--- src/rtl/trc_pkg.sv ---
package trc_pkg;
  localparam int PC_W   = 32;
  localparam int TS_W   = 16;
  localparam int INFO_W = 4;

  typedef enum logic [3:0] {
    K_NONE   = 4'h0,
    K_BRANCH = 4'h1,
    K_DADDR  = 4'h2,
    K_DVAL   = 4'h3,
    K_OVF    = 4'h4,
    K_SYNC   = 4'h5,
    K_WATCH  = 4'h6
  } kind_e;

  typedef struct packed {
    kind_e              kind;
    logic [INFO_W-1:0]  info;
    logic [PC_W-1:0]    payload;
  } body_t;

  typedef struct packed {
    body_t              body;
    logic [TS_W-1:0]    stamp;
  } msg_t;
endpackage

--- src/rtl/trc_range_match.sv ---
module trc_range_match #(
  parameter int AW = 32
) (
  input  logic          en,
  input  logic [AW-1:0] lo,
  input  logic [AW-1:0] hi,
  input  logic [AW-1:0] addr,
  output logic          hit
);
  always_comb hit = en && (addr >= lo) && (addr <= hi);
endmodule

--- src/rtl/trc_evt_select.sv ---
module trc_evt_select
  import trc_pkg::*;
(
  input  logic              data_q,
  input  logic              br_q,
  input  logic              wp_q,
  input  logic [INFO_W-1:0] itype,
  input  logic [PC_W-1:0]   pc,
  input  logic [PC_W-1:0]   daddr,
  input  logic [PC_W-1:0]   ddata,
  input  logic [INFO_W-1:0] wp_id,
  output logic [1:0]        n,
  output body_t             m0,
  output body_t             m1
);
  always_comb begin
    n  = 2'd0;
    m0 = '0;
    m1 = '0;
    if (data_q) begin
      n          = 2'd2;
      m0.kind    = K_DADDR;
      m0.payload = daddr;
      m1.kind    = K_DVAL;
      m1.payload = ddata;
    end else if (br_q) begin
      n          = 2'd1;
      m0.kind    = K_BRANCH;
      m0.info    = itype;
      m0.payload = pc;
    end else if (wp_q) begin
      n          = 2'd1;
      m0.kind    = K_WATCH;
      m0.info    = wp_id;
    end
  end
endmodule

--- src/rtl/trc_msg_fifo.sv ---
module trc_msg_fifo
  import trc_pkg::*;
#(
  parameter  int DEPTH = 16,
  localparam int AW    = $clog2(DEPTH),
  localparam int CW    = AW + 1
) (
  input  logic          clk,
  input  logic          rst,
  input  logic [1:0]    wr_n,
  input  msg_t          wd0,
  input  msg_t          wd1,
  input  logic          rd,
  output msg_t          rdata,
  output logic [CW-1:0] count
);
  msg_t          mem [DEPTH];
  logic [AW-1:0] wp;
  logic [AW-1:0] rp;

  always_ff @(posedge clk) begin
    if (wr_n != 2'd0) mem[wp] <= wd0;
    if (wr_n == 2'd2) mem[wp + AW'(1)] <= wd1;
  end

  always_ff @(posedge clk) begin
    if (rst) begin
      wp    <= '0;
      rp    <= '0;
      count <= '0;
    end else begin
      wp    <= wp + AW'(wr_n);
      rp    <= rp + AW'(rd);
      count <= count + CW'(wr_n) - CW'(rd);
    end
  end

  assign rdata = mem[rp];
endmodule

--- src/rtl/trc_msg_encoder.sv ---
module trc_msg_encoder
  import trc_pkg::*;
#(
  parameter  int DEPTH    = 16,
  parameter  int NUM_RNG  = 4,
  parameter  int SYNC_LVL = 8,
  localparam int AW       = $clog2(DEPTH),
  localparam int CW       = AW + 1,
  localparam int CAP      = DEPTH - 2
) (
  input  logic                    clk,
  input  logic                    rst,
  input  logic                    retire_valid,
  input  logic                    retire_nonseq,
  input  logic [INFO_W-1:0]       retire_itype,
  input  logic [PC_W-1:0]         retire_pc,
  input  logic                    dacc_valid,
  input  logic                    dacc_core,
  input  logic [PC_W-1:0]         dacc_addr,
  input  logic [PC_W-1:0]         dacc_data,
  input  logic                    wp_hit,
  input  logic [INFO_W-1:0]       wp_id,
  input  logic                    trace_on,
  input  logic                    trace_off,
  input  logic                    record_all,
  input  logic [NUM_RNG-1:0]      rng_en,
  input  logic [NUM_RNG*PC_W-1:0] rng_lo,
  input  logic [NUM_RNG*PC_W-1:0] rng_hi,
  input  logic                    stall_en,
  output logic                    stall_req,
  input  logic                    out_ready,
  output logic                    out_valid,
  output logic [3:0]              out_kind,
  output logic [INFO_W-1:0]       out_info,
  output logic [PC_W-1:0]         out_payload,
  output logic [TS_W-1:0]         out_stamp
);
  logic [TS_W-1:0]    ts;
  logic               flow_en;
  logic [PC_W-1:0]    last_pc;
  logic               in_resync;
  logic [NUM_RNG-1:0] rng_hit;
  logic               data_q;
  logic               br_q;
  logic [1:0]         sel_n;
  body_t              sel_m0;
  body_t              sel_m1;
  logic [1:0]         wr_cnt;
  body_t              wb0;
  body_t              wb1;
  kind_e              wr_kind0;
  logic               go_ovf;
  logic               go_sync;
  logic [CW-1:0]      fifo_cnt;
  logic               rd;
  msg_t               rdata;

  // address qualifiers, one comparator per range
  for (genvar g = 0; g < NUM_RNG; g++) begin : g_rng
    trc_range_match #(.AW(PC_W)) u_match (
      .en   (rng_en[g]),
      .lo   (rng_lo[g*PC_W +: PC_W]),
      .hi   (rng_hi[g*PC_W +: PC_W]),
      .addr (dacc_addr),
      .hit  (rng_hit[g])
    );
  end

  assign data_q = dacc_valid && !dacc_core && (record_all || (|rng_hit));
  assign br_q   = retire_valid && retire_nonseq && flow_en;

  trc_evt_select u_sel (
    .data_q (data_q),
    .br_q   (br_q),
    .wp_q   (wp_hit),
    .itype  (retire_itype),
    .pc     (retire_pc),
    .daddr  (dacc_addr),
    .ddata  (dacc_data),
    .wp_id  (wp_id),
    .n      (sel_n),
    .m0     (sel_m0),
    .m1     (sel_m1)
  );

  // admission: normal space, overflow marker, resync
  always_comb begin
    wr_cnt  = 2'd0;
    wb0     = sel_m0;
    wb1     = sel_m1;
    go_ovf  = 1'b0;
    go_sync = 1'b0;
    if (!in_resync) begin
      if (sel_n != 2'd0) begin
        if (int'(fifo_cnt) + int'(sel_n) <= CAP) begin
          wr_cnt = sel_n;
        end else begin
          wr_cnt   = 2'd1;
          wb0      = '0;
          wb0.kind = K_OVF;
          go_ovf   = 1'b1;
        end
      end
    end else if (int'(fifo_cnt) <= SYNC_LVL) begin
      wr_cnt      = 2'd1;
      wb0         = '0;
      wb0.kind    = K_SYNC;
      wb0.payload = retire_valid ? retire_pc : last_pc;
      go_sync     = 1'b1;
    end
  end

  assign wr_kind0 = wb0.kind;

  always_ff @(posedge clk) begin
    if (rst) begin
      ts        <= '0;
      flow_en   <= 1'b1;
      last_pc   <= '0;
      in_resync <= 1'b0;
    end else begin
      ts <= ts + TS_W'(1);
      if (trace_off)     flow_en <= 1'b0;
      else if (trace_on) flow_en <= 1'b1;
      if (retire_valid)  last_pc <= retire_pc;
      if (go_ovf)        in_resync <= 1'b1;
      else if (go_sync)  in_resync <= 1'b0;
    end
  end

  assign rd = out_ready && (fifo_cnt != '0);

  trc_msg_fifo #(.DEPTH(DEPTH)) u_fifo (
    .clk   (clk),
    .rst   (rst),
    .wr_n  (wr_cnt),
    .wd0   ('{body: wb0, stamp: ts}),
    .wd1   ('{body: wb1, stamp: ts}),
    .rd    (rd),
    .rdata (rdata),
    .count (fifo_cnt)
  );

  assign out_valid   = (fifo_cnt != '0);
  assign out_kind    = rdata.body.kind;
  assign out_info    = rdata.body.info;
  assign out_payload = rdata.body.payload;
  assign out_stamp   = rdata.stamp;
  assign stall_req   = stall_en && (int'(fifo_cnt) >= CAP - 1);
endmodule

--- config.mk ---
export PLATFORM = sky130hd
export DESIGN_NAME = trc_msg_encoder
export DESIGN_NICKNAME = d
export VERILOG_FILES = /design/src/rtl/trc_pkg.sv /design/src/rtl/trc_range_match.sv /design/src/rtl/trc_evt_select.sv /design/src/rtl/trc_msg_fifo.sv /design/src/rtl/trc_msg_encoder.sv
export SDC_FILE = /design/constraint.sdc
export NUM_CORES = 2
export LEC_CHECK = 0
export BUFFER_PORTS_ARGS = -buffer_cell sky130_fd_sc_hd__buf_2
export CAP_MARGIN = 25
export CORE_UTILIZATION = 30
export DETAILED_ROUTE_END_ITERATION = 10
export PLACE_DENSITY = 0.56
export SLEW_MARGIN = 15
export SYNTH_ARGS = -nofsm -noshare
export SYNTH_HDL_FRONTEND = slang
export SYNTH_SLANG_ARGS = --single-unit
--- constraint.sdc ---
create_clock -name clk -period 9.7 [get_ports clk]
set_input_delay 0.97 -clock clk [delete_from_list [all_inputs] [get_ports clk]]
set_output_delay 0.97 -clock clk [all_outputs]
set_load 0.1 [all_outputs]
## Word-level counts from Yosys, hierarchy flattened

Memory sizes are Yosys's and may differ from the RTL's. A register that Yosys moved wholly into a read port is not among the register bits.
Index checks and enable logic that the tools add are counted.

| storage, ports and cells | value |
|---|---|
| memory bits (writable) | 896 |
| flip-flop bits (word level) | 63 |
| output and inout bits | 58 |
| memories | 1 |
| word-level logic and storage cells | 83 |
| bits of input ports | 376 |

Memory list:

| name | depth | width | read ports | clocked after memory_dff | wr ports | line | source |
|---|---|---|---|---|---|---|---|
| u_fifo.mem | 16 | 56 | 1 | 1 | 2 | trc_msg_fifo.sv:17 | `msg_t mem [DEPTH];` |

| operators by class | value |
|---|---|
| magnitude comparators | 11 |
| eq/ne operators | 1 |
| add/subtract/negate cells | 7 |
| reductions and logical operators | 22 |
| multiplexer cells | 34 |

Operators by type and width:

| operator | count |
|---|---|
| two-way mux 40 bit | 4 |
| >= comparator 32 bit | 4 |
| <= comparator 32 bit | 4 |
| two-way mux 32 bit | 4 |
| adder 16 x 1 -> 16 bit, second input constant | 1 |
| two-way mux 1 bit | 15 |
| logical AND 1 bit | 14 |
| two-way mux 7 bit | 2 |
| two-way mux 2 bit | 6 |
| two-way mux 4 bit | 2 |
| nonzero test 2 bit | 4 |
| adder 5 x 2 -> 6 bit | 1 |
| <= comparator 6 x 4 -> 1 bit, second input constant | 1 |
| adder 5 x 2 -> 5 bit | 1 |
| >= comparator 5 x 4 -> 1 bit, second input constant | 1 |
| <= comparator 5 x 4 -> 1 bit, second input constant | 1 |
| nonzero test 5 bit | 1 |
| subtractor 5 x 1 -> 5 bit | 1 |
| adder 4 x 1 -> 4 bit | 1 |
| adder 4 x 1 -> 4 bit, second input constant | 1 |
| adder 4 x 2 -> 4 bit | 1 |
| OR reduction 4 bit | 1 |
| two-way mux 3 bit | 1 |
| == test 2 bit, second input constant | 1 |
| other kinds (2) | 2 |

## Depth between registers and ports, before layout

| depth | value |
|---|---|
| depth after elaboration | 15 |
| gate-level depth with buffers | 35 |
| mapped depth without buffers | 31 |

## Modules after synthesis

A second synthesis with hierarchy kept.

| second synthesis, totals | value |
|---|---|
| cell total of the unflattened synthesis | 3905 |
| area, all modules | 55665.9 sq um |

Modules (own cells, without submodules):

| module | times used | cells each | area each (sq um) | seq. area each (sq um) |
|---|---|---|---|---|
| trc_msg_fifo | 1 | 2595 | 45575.0 | 27166.1 |
| trc_range_match | 4 | 223 | 1604.0 | 0.0 |
| trc_msg_encoder | 1 | 316 | 2905.3 | 1001.0 |
| trc_evt_select | 1 | 102 | 769.5 | 0.0 |

## Least setup slack after synthesis

Ideal clock, no wire load.

| timing path | value |
|---|---|
| kind | input to register |
| start | input dacc_addr[0] |
| end | register u_fifo.count[4] |
| stages on the path | 35 |
| path buffers | 4 |
| library setup time | 70 ps |
| required time | 9630 ps |
| path slack | 2234 ps |
| arrival time | 7396 ps |
| cells stage by stage | inv_1 ha_1 nand2b_1 a2111o_1 a221oi_1 o21ai_0 a221o_1 o2bb2ai_1 and3_1 buf_6 inv_6 buf_6 buf_6 nor2_1 ha_1 inv_1 fa_1 xor2_1 nor3b_1 a21oi_1 nor2_1 a311o_1 clkbuf_1 or3_1 o21ai_0 ha_1 inv_1 ha_1 inv_1 fa_1 inv_1 a21oi_1 nor2_1 or3_1 a21oi_1 |

| between the ends | value |
|---|---|
| longest elaborated chain between the ends | 14 |
| elaborated cells on any way between the ends | 28 |
| those cells by class | 3 x add/sub; 9 x order compare; 4 x mux; 12 x reduce/logical |

Ends and longest elaborated chain:

| element | line | source |
|---|---|---|
| from (decl) | trc_msg_encoder.sv:19 | `input logic [PC_W-1:0] dacc_addr,` |
| >= comparator 32 bit | trc_range_match.sv:10 | `always_comb hit = en && (addr >= lo) && (addr <= hi);` |
| logical AND 1 bit (2 in series) | trc_range_match.sv:10 |  |
| OR reduction 4 bit * | trc_msg_encoder.sv:69 | `assign data_q = dacc_valid && !dacc_core && (record_all \|\| (\|rng_hit));` |
| logical OR 1 bit * | trc_msg_encoder.sv:69 |  |
| logical AND 1 bit * | trc_msg_encoder.sv:69 |  |
| two-way mux 2 bit * | trc_evt_select.sv:20 | `if (data_q) begin` |
| adder 5 x 2 -> 6 bit | trc_msg_encoder.sv:95 | `if (int'(fifo_cnt) + int'(sel_n) <= CAP) begin` |
| <= comparator 6 x 4 -> 1 bit | trc_msg_encoder.sv:95 |  |
| two-way mux 2 bit | trc_msg_encoder.sv:95 |  |
| two-way mux 2 bit * | trc_msg_encoder.sv:94 | `if (sel_n != 2'd0) begin` |
| two-way mux 2 bit * | trc_msg_encoder.sv:93 | `if (!in_resync) begin` |
| adder 5 x 2 -> 5 bit * | trc_msg_fifo.sv:34 | `count <= count + CW'(wr_n) - CW'(rd);` |
| subtractor 5 x 1 -> 5 bit * | trc_msg_fifo.sv:34 |  |
| to (signal assigned) | trc_msg_fifo.sv:34 |  |
| to (decl) | trc_msg_fifo.sv:15 | `output logic [CW-1:0] count` |

Mark *: on every way between the ends. The rest lies on a longest branch, timed or not.
A chain may end at the register's enable or synchronous reset.

==> results.md <==
- Critical Path Start Type: input pin
- Area grow syn2layout: 14.9%
- Placed instance area: about 0.056 mm2
- Final period util: 0.814
- Placed cells: 6,746
- DIE HEIGHT: 415 um
- Yosys reg bits: 943
- Synth warnings: 0
- Crit path capture type: register
- Hold Path Origin: trace_off
- Synth top area share: 0.469
- Clock Skews: 46.3 ps
- Root buffer cell: clkbuf_16
- Post-synthesis instance total: ~4,400
- Initial antenna violation count: 63
- Vias per cell: between 5 and 6
- GPL Wtd Cong: 0.954
- Worst slew pin tran: roughly 1100 ps
- Remaining global-route overflow: 0
- Area contributors post-synth: edfxtp_1 (47%), mux4_2 (12%), ha_1 (6.7%)
- Remaining DRCs: 0
- Final Hold Fails: 0
- CP max FO: 29
- Fillers: ~17,000
- H-tree levels: 3
- Routed len/inst: approximately 27 um
- Status: complete, no violations
- Final wirelength: 187,000 um
- Final core occ: 0.347
- Bufs on Longest Clock Path: 3
- Min-delay worst type: input pin to register
- Reg2reg path depth: 19
- Reg2reg start: flow_en$_SDFFE_PP1P_
- Finished Cell Area: between 0.05 and 0.06 mm2
- Die footprint: between 0.15 and 0.2 mm2
- Slew headroom: 0.234
- 1st-pass router iterations: 5
- CTS tree: built
- WHS Endpoint: flow_en$_SDFFE_PP1P_
- F_max: ~130 MHz
- LEAKAGE: roughly 21 nW
- Synth Flop Type: edfxtp_1
- RR Endpoint: u_fifo.mem[9][14]$_DFFE_PP_
- Clock-pin slew on the worst setup and hold paths: around 70 ps
- Worst EP arrival: roughly 8400 ps
- Post-DP HPWL: roughly 120,000 um
- Final ANT Viol Nets: 0
- I/O pin cnt: about 430
- Max-Cap Viols: 0
- Die width: between 400 and 500 um
- Post-CTS sizing: 0
- Non-Filler Instances: about 7,000
- Total setup buffers inserted after CTS: 0
- Total Routing Usage GR: 0.212
- Hold depth: 2
- Final nets: about 5,300
- Min Tclk post-route: between 7000 and 8000 ps
- Register area share after synthesis: 0.525
- Initial DRC Count: roughly 3,800
- Syn_nets: approximately 5,100
- Post-synthesis cell type count: between 60 and 70
- Pins Over Slew Limit: 0
- Cell area power density: 241 mW/mm2
- Unrepaired setup endpoints after global routing: false
- Kind of critical path: input pin to register
- WP data required: around 10,000 ps
- First-pass GRT wire length: roughly 270,000 um
- Final setup vio count: 0
- R2R Setup Slk: 3950 ps
- Starting density of the core: 0.302
- EDFF count, synth: 800
- Share of cells above drive strength 1: 0.212
- Number of global-route vias before repair: 37,700
- Cts hold-fix bufs: 0
- VDD IR max: roughly 170 uV
- Multi-input logic area: 0.0217 mm2
- Avg Cell Area, Syn: around 12 um2
- Asr flop ratio synth: 0
- Port bufs: approximately 430
- TNS Setup: 0 ps
- Area leader, netlist: edfxtp_1
- Mapped cell area: 0.0512 mm2
- Vias: 37,700
- CTS Buf Count: 97
- Row count: 151
- Worst-Skew Late Latency: ~740 ps
- CTS Sinks: about 940
- Register area: 0.0269 mm2
- Pin count of the biggest net entering global routing: approximately 110
- Total core area: 0.169 mm2
## cell type report
class | instances | share of cell area
multi-input cells | 2761 | 0.369
flip-flops and latches | 943 | 0.457
diodes | 26 | 0.00111
repair buffers | 518 | 0.0506
clock inverters | 50 | 0.00947
inverters | 308 | 0.0200
well taps | 2218 | 0.0472
clock buffers | 132 | 0.0449
## power breakdown
group	switching, mW	internal, mW	total [mW]
registers	0.208	4.93	5.14
logic	3.67	1.55	5.21
clock network	1.70	2.12	3.82
## per-stage QoR
step	power [mW]	worst slack, ps	hold WS (ps)
floorplan	8.87	2230	427
global placement	10.4	851	440
detailed placement	10.5	844	443
CTS	14.3	1620	389
global route	14.7	1370	444
finish	14.2	1800	432
## worst max-delay path by stage
stage | startpoint | endpoint | slack (ps)
floorplan | dacc_addr[0] | u_fifo.count[4]$_SDFF_PP0_ | 2230
global placement | dacc_addr[0] | u_fifo.mem[9][6]$_DFFE_PP_ | 850
detailed placement | dacc_addr[0] | u_fifo.mem[9][0]$_DFFE_PP_ | 840
CTS | dacc_addr[0] | u_fifo.mem[9][14]$_DFFE_PP_ | 1620
global route | dacc_addr[0] | u_fifo.mem[9][9]$_DFFE_PP_ | 1370
finish | dacc_addr[0] | u_fifo.mem[9][14]$_DFFE_PP_ | 1800
## cell families (layout without fill, tap and decap cells)
family / count (synthesis) / after routing / share of synthesized area
compound gates: 970 / 970 / 0.110
other cells: 1 / 27 / 0.0000733
simple gates: 1188 / 1188 / 0.110
flops: 943 / 943 / 0.525
fa+ha+maj: 278 / 278 / 0.0684
mux: 307 / 307 / 0.127
buf+inv: 699 / 1008 / 0.0563
xor+xnor: 17 / 17 / 0.00291
## per-layer routing
metal  wire length, um  up-vias  global-route usage  share of wire
met1             69400    18600               0.251           0.37
met4              9900       20               0.109          0.053
met3             14300      486              0.0352          0.076
met5               137        -                   0        0.00073
li1                  -    16600                   -              -
met2             93000     1935               0.369           0.50
## critical path, stage by stage
cell and delay [ps]:
buf_2 130, inv_1 50, buf_4 180, ha_1 290
nand2b_1 170, a2111o_1 420, a221oi_1 360, o21ai_0 350
a221o_1 480, o2bb2ai_1 190, and3_4 520, inv_6 30
nor2_1 110, ha_1 170, inv_1 50, fa_1 390
xor2_1 170, nor3b_1 340, a21oi_1 140, nor2_1 140
a311o_1 260, buf_4 380, nor3_4 70, nor2b_1 530
clkinv_2 740, buf_4 480, and2_1 200
## registers in the layout, summed over array words and instances, names as in the netlist
| register | flops |
|---|---|
| u_fifo.mem | 880 |
| u_fifo.count | 5 |
| in_resync | 1 |
| last_pc | 32 |
| u_fifo.rp | 4 |
| ts | 16 |
| u_fifo.wp | 4 |
| flow_en | 1 |
## synthesized netlist by cell type (all sizes together), types with 12 or more instances
cell type / instances
a211oi: 12
a21o: 24
a21oi: 113
a221o: 34
a31oi: 49
and2: 245
buf: 162
clkbuf: 229
dfxtp: 143
edfxtp: 800
ha: 275
inv: 304
mux2i: 32
mux4: 275
nand2: 645
nand3: 41
nand4: 41
nor2: 102
nor2b: 31
nor3: 26
o21ai: 585
o22ai: 49
o2bb2ai: 51
or3: 13
## cell usage in the layout, fill, tap and decap left out, types with 38 or more instances in the layout
cell,instances
a21oi_1,111
a31oi_1,38
o22ai_1,49
buf_4,73
o21ai_0,274
nand4_1,41
inv_1,296
ha_1,275
o2bb2ai_1,51
clkbuf_16,98
nand2_1,635
nor2_1,102
and2_1,244
o21ai_1,311
buf_2,432
edfxtp_1,800
nand3_1,41
dfxtp_1,139
mux4_2,275
No activity file was read; power rests on OpenSTA's default activity.
